==> src/rtl/bus_seq_pkg.sv <==
package bus_seq_pkg;
    localparam int SEQ_ADDR_W = 16;
    localparam int SEQ_DATA_W = 8;
    localparam int SEQ_HI_W   = SEQ_ADDR_W - SEQ_DATA_W;

    // Oscillator-period timing of one machine cycle
    localparam int HALF_LEN   = 6;
    localparam int MC_LEN     = 2 * HALF_LEN;
    localparam int PH_W       = $clog2(MC_LEN);
    localparam int STEP_W     = $clog2(HALF_LEN);
    localparam int LATCH_HIGH = 2;
    localparam int ADDR_HOLD  = 1;
    localparam int CODE_GAP   = 1;
    localparam int CODE_LEN   = 3;
    localparam int XS_GAP     = 3;
    localparam int XS_LEN     = 6;
    localparam int WD_LEAD    = 2;

    localparam int ADDR_END   = LATCH_HIGH + ADDR_HOLD;
    localparam int CODE_START = LATCH_HIGH + CODE_GAP;
    localparam int CODE_END   = CODE_START + CODE_LEN;
    localparam int XS_START   = LATCH_HIGH + XS_GAP;
    localparam int XS_END     = XS_START + XS_LEN;
    localparam int WD_START   = XS_START - WD_LEAD;

    typedef enum logic [1:0] {
        MC_IDLE,
        MC_FETCH,
        MC_DREAD,
        MC_DWRITE
    } mc_kind_e;

    typedef struct packed {
        mc_kind_e                kind;
        logic [SEQ_ADDR_W-1:0]   addr;
        logic [SEQ_DATA_W-1:0]   wdata;
        logic                    local_en;
    } mc_ctx_t;

    function automatic logic in_window(int pos, int lo, int hi);
        return (pos >= lo) && (pos < hi);
    endfunction

    function automatic mc_kind_e kind_of(logic is_data, logic is_write);
        if (!is_data)
            return MC_FETCH;
        return is_write ? MC_DWRITE : MC_DREAD;
    endfunction
endpackage

==> src/rtl/bus_seq_phase.sv <==
module bus_seq_phase
    import bus_seq_pkg::*;
(
    input  logic              clk,
    input  logic              rst,
    output logic [PH_W-1:0]   phase,
    output logic [STEP_W-1:0] step,
    output logic              half,
    output logic              boundary
);
    localparam logic [PH_W-1:0] LAST_PH = PH_W'(MC_LEN - 1);
    localparam logic [PH_W-1:0] HALF_PH = PH_W'(HALF_LEN);

    always_ff @(posedge clk) begin
        if (rst)
            phase <= LAST_PH;
        else if (boundary)
            phase <= '0;
        else
            phase <= phase + 1'b1;
    end

    always_comb begin
        boundary = (phase == LAST_PH);
        half     = (phase >= HALF_PH);
        step     = half ? STEP_W'(phase - HALF_PH) : STEP_W'(phase);
    end
endmodule

==> src/rtl/bus_seq_req.sv <==
module bus_seq_req
    import bus_seq_pkg::*;
(
    input  logic                  clk,
    input  logic                  rst,
    input  logic                  boundary,
    input  logic                  req_valid,
    input  logic                  req_data,
    input  logic                  req_write,
    input  logic [SEQ_ADDR_W-1:0] req_addr,
    input  logic [SEQ_DATA_W-1:0] req_wdata,
    input  logic                  local_code_en,
    output logic                  req_ack,
    output mc_ctx_t               ctx
);
    assign req_ack = req_valid && boundary;

    always_ff @(posedge clk) begin
        if (rst) begin
            ctx.kind     <= MC_IDLE;
            ctx.addr     <= '0;
            ctx.wdata    <= '0;
            ctx.local_en <= 1'b0;
        end else if (boundary) begin
            ctx.kind <= req_valid ? kind_of(req_data, req_write) : MC_IDLE;
            if (req_valid) begin
                ctx.addr     <= req_addr;
                ctx.wdata    <= req_wdata;
                ctx.local_en <= local_code_en;
            end
        end
    end
endmodule

==> src/rtl/bus_seq_strobe.sv <==
module bus_seq_strobe
    import bus_seq_pkg::*;
#(
    parameter int INT_LIMIT = 8192
) (
    input  mc_ctx_t               ctx,
    input  logic [PH_W-1:0]       phase,
    input  logic [STEP_W-1:0]     step,
    input  logic                  half,
    output logic                  addr_latch,
    output logic                  code_rd_n,
    output logic                  data_rd_n,
    output logic                  data_wr_n,
    output logic                  bus_oe,
    output logic [SEQ_DATA_W-1:0] bus_out,
    output logic [SEQ_HI_W-1:0]   addr_hi,
    output logic                  cap_en
);
    localparam logic [SEQ_ADDR_W:0] LIMIT_V = (SEQ_ADDR_W + 1)'(INT_LIMIT);

    logic                  fetch_k, dread_k, dwrite_k, data_k;
    logic                  slot_local, ext_slot, wdata_win;
    logic [SEQ_ADDR_W-1:0] slot_addr;
    int                    ph_i, st_i;

    always_comb begin
        ph_i       = int'(phase);
        st_i       = int'(step);
        fetch_k    = (ctx.kind == MC_FETCH);
        dread_k    = (ctx.kind == MC_DREAD);
        dwrite_k   = (ctx.kind == MC_DWRITE);
        data_k     = dread_k || dwrite_k;

        // second half of a fetch addresses the next code byte
        slot_addr  = ctx.addr + SEQ_ADDR_W'(fetch_k && half);
        slot_local = ctx.local_en && ({1'b0, slot_addr} < LIMIT_V);
        ext_slot   = fetch_k && !slot_local;
        wdata_win  = dwrite_k && in_window(ph_i, WD_START, MC_LEN);

        addr_latch = in_window(st_i, 0, LATCH_HIGH) && !(data_k && half);
        code_rd_n  = !(ext_slot && in_window(st_i, CODE_START, CODE_END));
        data_rd_n  = !(dread_k && in_window(ph_i, XS_START, XS_END));
        data_wr_n  = !(dwrite_k && in_window(ph_i, XS_START, XS_END));

        bus_oe     = (ext_slot && in_window(st_i, 0, ADDR_END))
                   || (data_k && in_window(ph_i, 0, ADDR_END))
                   || wdata_win;
        bus_out    = wdata_win ? ctx.wdata : slot_addr[SEQ_DATA_W-1:0];
        addr_hi    = slot_addr[SEQ_ADDR_W-1:SEQ_DATA_W];

        cap_en     = (ext_slot && (st_i == CODE_END - 1))
                   || (dread_k && (ph_i == XS_END - 1));
    end
endmodule

==> src/rtl/bus_seq_capture.sv <==
module bus_seq_capture
    import bus_seq_pkg::*;
(
    input  logic                  clk,
    input  logic                  rst,
    input  logic                  cap_en,
    input  logic [SEQ_DATA_W-1:0] bus_in,
    output logic [SEQ_DATA_W-1:0] rdata,
    output logic                  rdata_valid
);
    always_ff @(posedge clk) begin
        if (rst) begin
            rdata       <= '0;
            rdata_valid <= 1'b0;
        end else begin
            rdata_valid <= cap_en;
            if (cap_en)
                rdata <= bus_in;
        end
    end
endmodule

==> src/rtl/ext_bus_seq.sv <==
module ext_bus_seq
    import bus_seq_pkg::*;
#(
    parameter int INT_LIMIT = 8192
) (
    input  logic                  clk,
    input  logic                  rst,
    input  logic                  req_valid,
    input  logic                  req_data,
    input  logic                  req_write,
    input  logic [SEQ_ADDR_W-1:0] req_addr,
    input  logic [SEQ_DATA_W-1:0] req_wdata,
    input  logic                  local_code_en,
    input  logic [SEQ_DATA_W-1:0] bus_in,
    output logic                  req_ack,
    output logic                  addr_latch,
    output logic                  code_rd_n,
    output logic                  data_rd_n,
    output logic                  data_wr_n,
    output logic                  bus_oe,
    output logic [SEQ_DATA_W-1:0] bus_out,
    output logic [SEQ_HI_W-1:0]   addr_hi,
    output logic [SEQ_DATA_W-1:0] rdata,
    output logic                  rdata_valid
);
    logic [PH_W-1:0]   phase;
    logic [STEP_W-1:0] step;
    logic              half;
    logic              boundary;
    logic              cap_en;
    mc_ctx_t           ctx;

    bus_seq_phase u_phase (
        .clk      (clk),
        .rst      (rst),
        .phase    (phase),
        .step     (step),
        .half     (half),
        .boundary (boundary)
    );

    bus_seq_req u_req (
        .clk           (clk),
        .rst           (rst),
        .boundary      (boundary),
        .req_valid     (req_valid),
        .req_data      (req_data),
        .req_write     (req_write),
        .req_addr      (req_addr),
        .req_wdata     (req_wdata),
        .local_code_en (local_code_en),
        .req_ack       (req_ack),
        .ctx           (ctx)
    );

    bus_seq_strobe #(.INT_LIMIT(INT_LIMIT)) u_strobe (
        .ctx        (ctx),
        .phase      (phase),
        .step       (step),
        .half       (half),
        .addr_latch (addr_latch),
        .code_rd_n  (code_rd_n),
        .data_rd_n  (data_rd_n),
        .data_wr_n  (data_wr_n),
        .bus_oe     (bus_oe),
        .bus_out    (bus_out),
        .addr_hi    (addr_hi),
        .cap_en     (cap_en)
    );

    bus_seq_capture u_cap (
        .clk         (clk),
        .rst         (rst),
        .cap_en      (cap_en),
        .bus_in      (bus_in),
        .rdata       (rdata),
        .rdata_valid (rdata_valid)
    );
endmodule

==> config.mk <==
export PLATFORM = sky130hd
export DESIGN_NAME = ext_bus_seq
export DESIGN_NICKNAME = d
export VERILOG_FILES = /design/src/rtl/bus_seq_pkg.sv /design/src/rtl/bus_seq_phase.sv /design/src/rtl/bus_seq_req.sv /design/src/rtl/bus_seq_strobe.sv /design/src/rtl/bus_seq_capture.sv /design/src/rtl/ext_bus_seq.sv
export SDC_FILE = /design/constraint.sdc
export NUM_CORES = 1
export LEC_CHECK = 0
export BUFFER_PORTS_ARGS = -buffer_cell sky130_fd_sc_hd__buf_2
export CORE_ASPECT_RATIO = 1.75
export CORE_MARGIN = 4
export CORE_UTILIZATION = 50
export DETAILED_ROUTE_END_ITERATION = 8
export PLACE_DENSITY = 0.82
export SLEW_MARGIN = 5
export SYNTH_ARGS = -nofsm -noshare
export SYNTH_HDL_FRONTEND = slang
export SYNTH_SLANG_ARGS = --single-unit
export TNS_END_PERCENT = 10
==> constraint.sdc <==
create_clock -name clk -period 4.25 [get_ports clk]
set_clock_uncertainty 0.15 [all_clocks]
set_input_delay 0.85 -clock clk [delete_from_list [all_inputs] [get_ports clk]]
set_output_delay 0.85 -clock clk [all_outputs]
set_load 0.03 [all_outputs]
# After elaboration in Yosys (flattened, before gate mapping)
# Cells that the tools add are included.
[totals]
register_bits = 40
latch_bits = 0
mem_bits_rw = 0
romBits = 0
inputBits = 38
elab_cells = 66
memories = 0
[op_classes]
addsub = 3
mul = 0
n_div = 0
n_lt_le_gt_ge = 11
n_eq_ne = 6
n_shift = 0
muxes = 10
n_bitwise = 0
reduce_logical = 28
[op_table]
columns = ["operator", "n"]
rows = [
  ["1-bit logical AND", 17],
  ["16-bit by 1-bit adder with 16-bit output", 1],
  ["16-bit by 14-bit < comparator with 1-bit output, second input constant", 1],
  ["4-bit == test, second input constant", 2],
  ["4-bit by 3-bit >= comparator with 1-bit output, second input constant", 2],
  ["4-bit < comparator, second input constant", 2],
  ["8-bit 2-to-1 mux", 1],
  ["3-bit by 2-bit < comparator with 1-bit output, second input constant", 2],
  ["2-bit 2-to-1 mux", 3],
  ["1-bit logical NOT", 5],
  ["4-bit by 1-bit adder with 4-bit output, second input constant", 1],
  ["2-bit == test, second input constant", 2],
  ["4-bit by 2-bit >= comparator with 1-bit output, second input constant", 1],
  ["1-bit logical OR", 4],
  ["4-bit by 2-bit < comparator with 1-bit output, second input constant", 1],
  ["1-bit 2-to-1 mux", 4],
  ["4-bit 2-to-1 mux", 1],
  ["3-bit == test, second input constant", 1],
  ["3-bit by 2-bit >= comparator with 1-bit output, second input constant", 1],
  ["3-bit < comparator, second input constant", 1],
  ["3-bit 2-to-1 mux", 1],
  ["3-bit subtractor, second input constant", 1],
  ["2-bit by 1-bit == test with 1-bit output, second input constant", 1],
  ["2-bit AND reduction", 1],
  ["2-bit OR reduction", 1],
]

# Logic depth before layout (Yosys ltp)
[logic_depth]
depth_word = 10
mapped_depth = 13
mapped_depth_nobuf = 12

# By module
# Synthesis repeated with hierarchy kept, for this count alone.
[hier_totals]
hier_cells = 254
area_unflattened_um2 = 2183.3
[by_module_without_submodules]
columns = ["mod", "n_inst", "cells_each", "area_per_inst_um2", "seq_area_each_um2"]
rows = [
  ["bus_seq_req", 1, 118, 1026.0, 540.5],
  ["bus_seq_strobe", 1, 82, 596.8, 0.0],
  ["bus_seq_capture", 1, 28, 312.8, 180.2],
  ["bus_seq_phase", 1, 26, 247.7, 80.1],
]

# Worst setup path after synthesis
# OpenSTA, ideal clock, no wires.
[synth_path]
path_kind = "flip-flop to output port"
start = "register u_phase.phase[0]"
end = "output port bus_oe"
t_arrival_ns = 2.414
t_required_ns = 3.250
slack_ns = 0.836
stages_incl_launch_ff = 13
n_path_buf = 0
cell_sequence = "dfxtp_1 inv_1 ha_1 o21ai_0 a21oi_1 ha_1 ha_1 nand3_1 nor4_1 xnor2_1 a41oi_2 o211ai_1 nand2_1"
[synth_between]
elab_chain_cells = 10
word_cells_on_any_way = 19
[synth_rtl]
columns = ["item", "line_no", "text"]
rows = [
  ["start: declaration", "bus_seq_phase.sv:6", "output logic [PH_W-1:0] phase,"],
  ["start signal: assignment", "bus_seq_phase.sv:20", "phase <= phase + 1'b1;"],
  ["4-bit by 3-bit >= comparator with 1-bit output", "bus_seq_phase.sv:25", "half = (phase >= HALF_PH);"],
  ["1-bit logical AND", "bus_seq_strobe.sv:35", "slot_addr = ctx.addr + SEQ_ADDR_W'(fetch_k && half);"],
  ["16-bit by 1-bit adder with 16-bit output", "bus_seq_strobe.sv:35", ""],
  ["16-bit by 14-bit < comparator with 1-bit output", "bus_seq_strobe.sv:36", "slot_local = ctx.local_en && ({1'b0, slot_addr} < LIMIT_V);"],
  ["1-bit logical AND", "bus_seq_strobe.sv:36", ""],
  ["1-bit logical NOT", "bus_seq_strobe.sv:37", "ext_slot = fetch_k && !slot_local;"],
  ["1-bit logical AND", "bus_seq_strobe.sv:37", ""],
  ["1-bit logical AND", "bus_seq_strobe.sv:45", "bus_oe = (ext_slot && in_window(st_i, 0, ADDR_END))"],
  ["1-bit logical OR", "bus_seq_strobe.sv:46", "|| (data_k && in_window(ph_i, 0, ADDR_END))"],
  ["1-bit logical OR (*)", "bus_seq_strobe.sv:47", "|| wdata_win;"],
  ["end: declaration", "ext_bus_seq.sv:20", "output logic bus_oe,"],
]
# Every way passes the cells marked *; elsewhere a longest branch is shown, timed or not.

# Final worst setup path
# Ends and elaborated chain as after synthesis.

==> flow_summary.toml <==
[drt]
totalWireLength_um = 5230
drtAntennaViolNets = 0
firstDrtPassIters = 4
vias = 2068
vias_per_cell = 5.40
drc_errors = 0
wire_per_inst_um = 13.6
first_iter_violations = 54

[sta]
setup_violations = 0
post-route-period-util_pct = 92.0
timing.fmax_ghz = 0.256
slew_headroom_pct = 54.0
rsz0062_at_grt = "false"
hold_viol = 0
report.final.slew_viol_count = 0
period_minus_slack_ns = 3.91
tightest_slew_ns = 0.686
tns_ns = 0

[critical_path]
required_ns = 3.25
arrival_ns = 2.91
cp_max_fo = 7
worstSetupEndpointType = "output pin"
path_class = "flop to output pin"
critPathLaunchType = "flop"

[yosys]
synth_nets = 314
synth.most_common_cell = "nand2_1"
ys_top_cells_by_count = "nand2_1, dfxtp_1, a21oi_1, o21ai_0, xnor2_1"
ys_ff_latch = 40
synthArstFlopShare_pct = 0
synthTopCellsByArea = "dfxtp_1, nand2_1, a21oi_1, xnor2_1, mux2i_1"
syn-mean-instance-area_um2 = 7.61
synth_top_area_share_pct = 39.1
ys_seq_area_share_pct = 39.1
ys_types = 35
synth_area_leader_cell = "dfxtp_1"
synth_flop_cell = "dfxtp_1"
synth_edf_count = 0
syn_area_um2 = 2050
yosys_warnings = 0
synth_cells = 269

[global_routing]
grt_usage_pct = 20.5
grt_antenna_before_repair = 0
gr-total-overflow = 0
grt_pass1_vias = 2045
grt_max_degree = 32
grt_pass1_wl_um = 8450

[clock_network]
cts.sinks = 40
numCtsBuffers = 5
postCtsHoldBufs = 0
cts_root_buf = "clkbuf_8"
cts_repair_resize_count = 0
clkSlewWorstSetupHoldPaths_ns = 0.08
clock_latency_ns = 0.29
cts_setup_buffers = 0
cts_buffer_depth = 2
cts_tree = "yes"
h-tree-depth = 2

[power]
finalPower_mw = 0.933
ir_worst_vdd_mv = 0.323
p_leak_nw = 1.14
power.density_nw_per_um2 = 372

[die]
die_w_um = 56.4
die_area_um2 = 5220
die-height_um = 92.6
rows = 30
ioPinCount = 69
core_um2 = 3900
initial_core_util_pct = 52.4

[run]
drv_cap = 0

[place]
dpl.cell_count = 376
gp_congestion = 0.868
dp_hpwl_um = 3970
numPortBuffers = 68

[outcome]
status = "completed"

[final_layout]
area_delta_synth_final_pct = 22.4
final_layout_size_suffix_gt1_share_pct = 26.0
fillers = 385
diodes = 0
finalNonFillerCells = 383
fin_nets = 380

[min_path]
hold_class = "flop to flop"
metrics by stage:
step                      setup WS, ns  hold WS [ns]  util (%)  area (um^2)
after floorplan                  0.836         0.283         -         2050
after global placement           0.494         0.291      61.9         2420
after detailed placement         0.438         0.297      61.9         2420
after CTS                        0.105         0.307      64.0         2500
after global routing             0.105         0.327      64.2         2500
final                            0.338         0.305      64.2         2500
final timing paths:
path                               start                          end  slack (ns)  cells after the start
min reg2reg    u_req.ctx[7]$_SDFFE_PP0P_    u_req.ctx[7]$_SDFFE_PP0P_        0.31                      2
min            u_req.ctx[7]$_SDFFE_PP0P_    u_req.ctx[7]$_SDFFE_PP0P_        0.31                      2
max          u_phase.phase[0]$_SDFF_PP1_                       bus_oe        0.34                     12
max reg2reg  u_phase.phase[0]$_SDFF_PP1_  u_cap.rdata[2]$_SDFFE_PP0P_        1.19                     13
kinds of logic after synthesis:
kind of cell	after synthesis	share of synthesized area (%)
compound gates	51	14.2
xor+xnor	14	5.99
fa+ha+maj	7	4.28
buf+inv	24	4.83
flops	40	39.1
mux	12	5.99
simple gates	121	25.6
power breakdown:
| group | leakage (nW) | switching, mW | internal [mW] |
|---|---|---|---|
| Combinational | 0.771 | 0.159 | 0.0891 |
| Sequential | 0.325 | 0.0367 | 0.405 |
| Clock | 0.0400 | 0.132 | 0.111 |
cell type report:
cell class	count	area, um^2	share of cell area, %
timing repair buffer	71	363	14.5
tap	48	60.1	2.40
clock inverter	2	12.5	0.500
multi-input combinational	205	1150	46.1
inverter	12	45.0	1.80
sequential	40	802	32.0
clock buffer	5	68.8	2.75
layer usage:
layer | part of all wire [%] | global-route usage [%] | up-vias
met4 | 2.9 | 10.1 | 0
met2 | 58 | 41.8 | 62
met5 | 0 | 0 | -
met1 | 34 | 17.3 | 968
li1 | - | - | 1024
met3 | 5.2 | 4.88 | 14
cells in the final DEF (no fill, tap or decap), types with 2 or more instances in the layout:
master and n:
mux2i_1 10, ha_1 7, clkinv_1 2, buf_4 3, o22ai_1 2, clkbuf_8 5
inv_1 10, a21oi_1 28, o21ai_0 12, xnor2_1 12, o211ai_1 2, buf_2 68
nor3_1 3, mux2_2 2, nand2b_1 2, nand4_1 2, dfxtp_1 39, nor4_2 3
nand3_1 11, nor2_1 10, xor2_1 2, a31oi_1 2, nand2_1 84
worst max-delay path, stage by stage (launching register included):
cell	delay, ns
dfxtp_1	0.37
inv_1	0.14
ha_1	0.23
o21ai_0	0.09
a21oi_1	0.17
ha_1	0.22
nand4_2	0.19
nor4_2	0.38
xnor2_1	0.16
a41oi_2	0.28
o211ai_1	0.12
nand2_1	0.07
buf_2	0.19
flip-flops by register name (all words and copies together), names as in the netlist:
signal and count:
u_req.ctx 27, u_cap.rdata 8, u_phase.phase 4, u_cap.rdata_valid 1
Note: power is estimated with default switching activity, not from simulation.
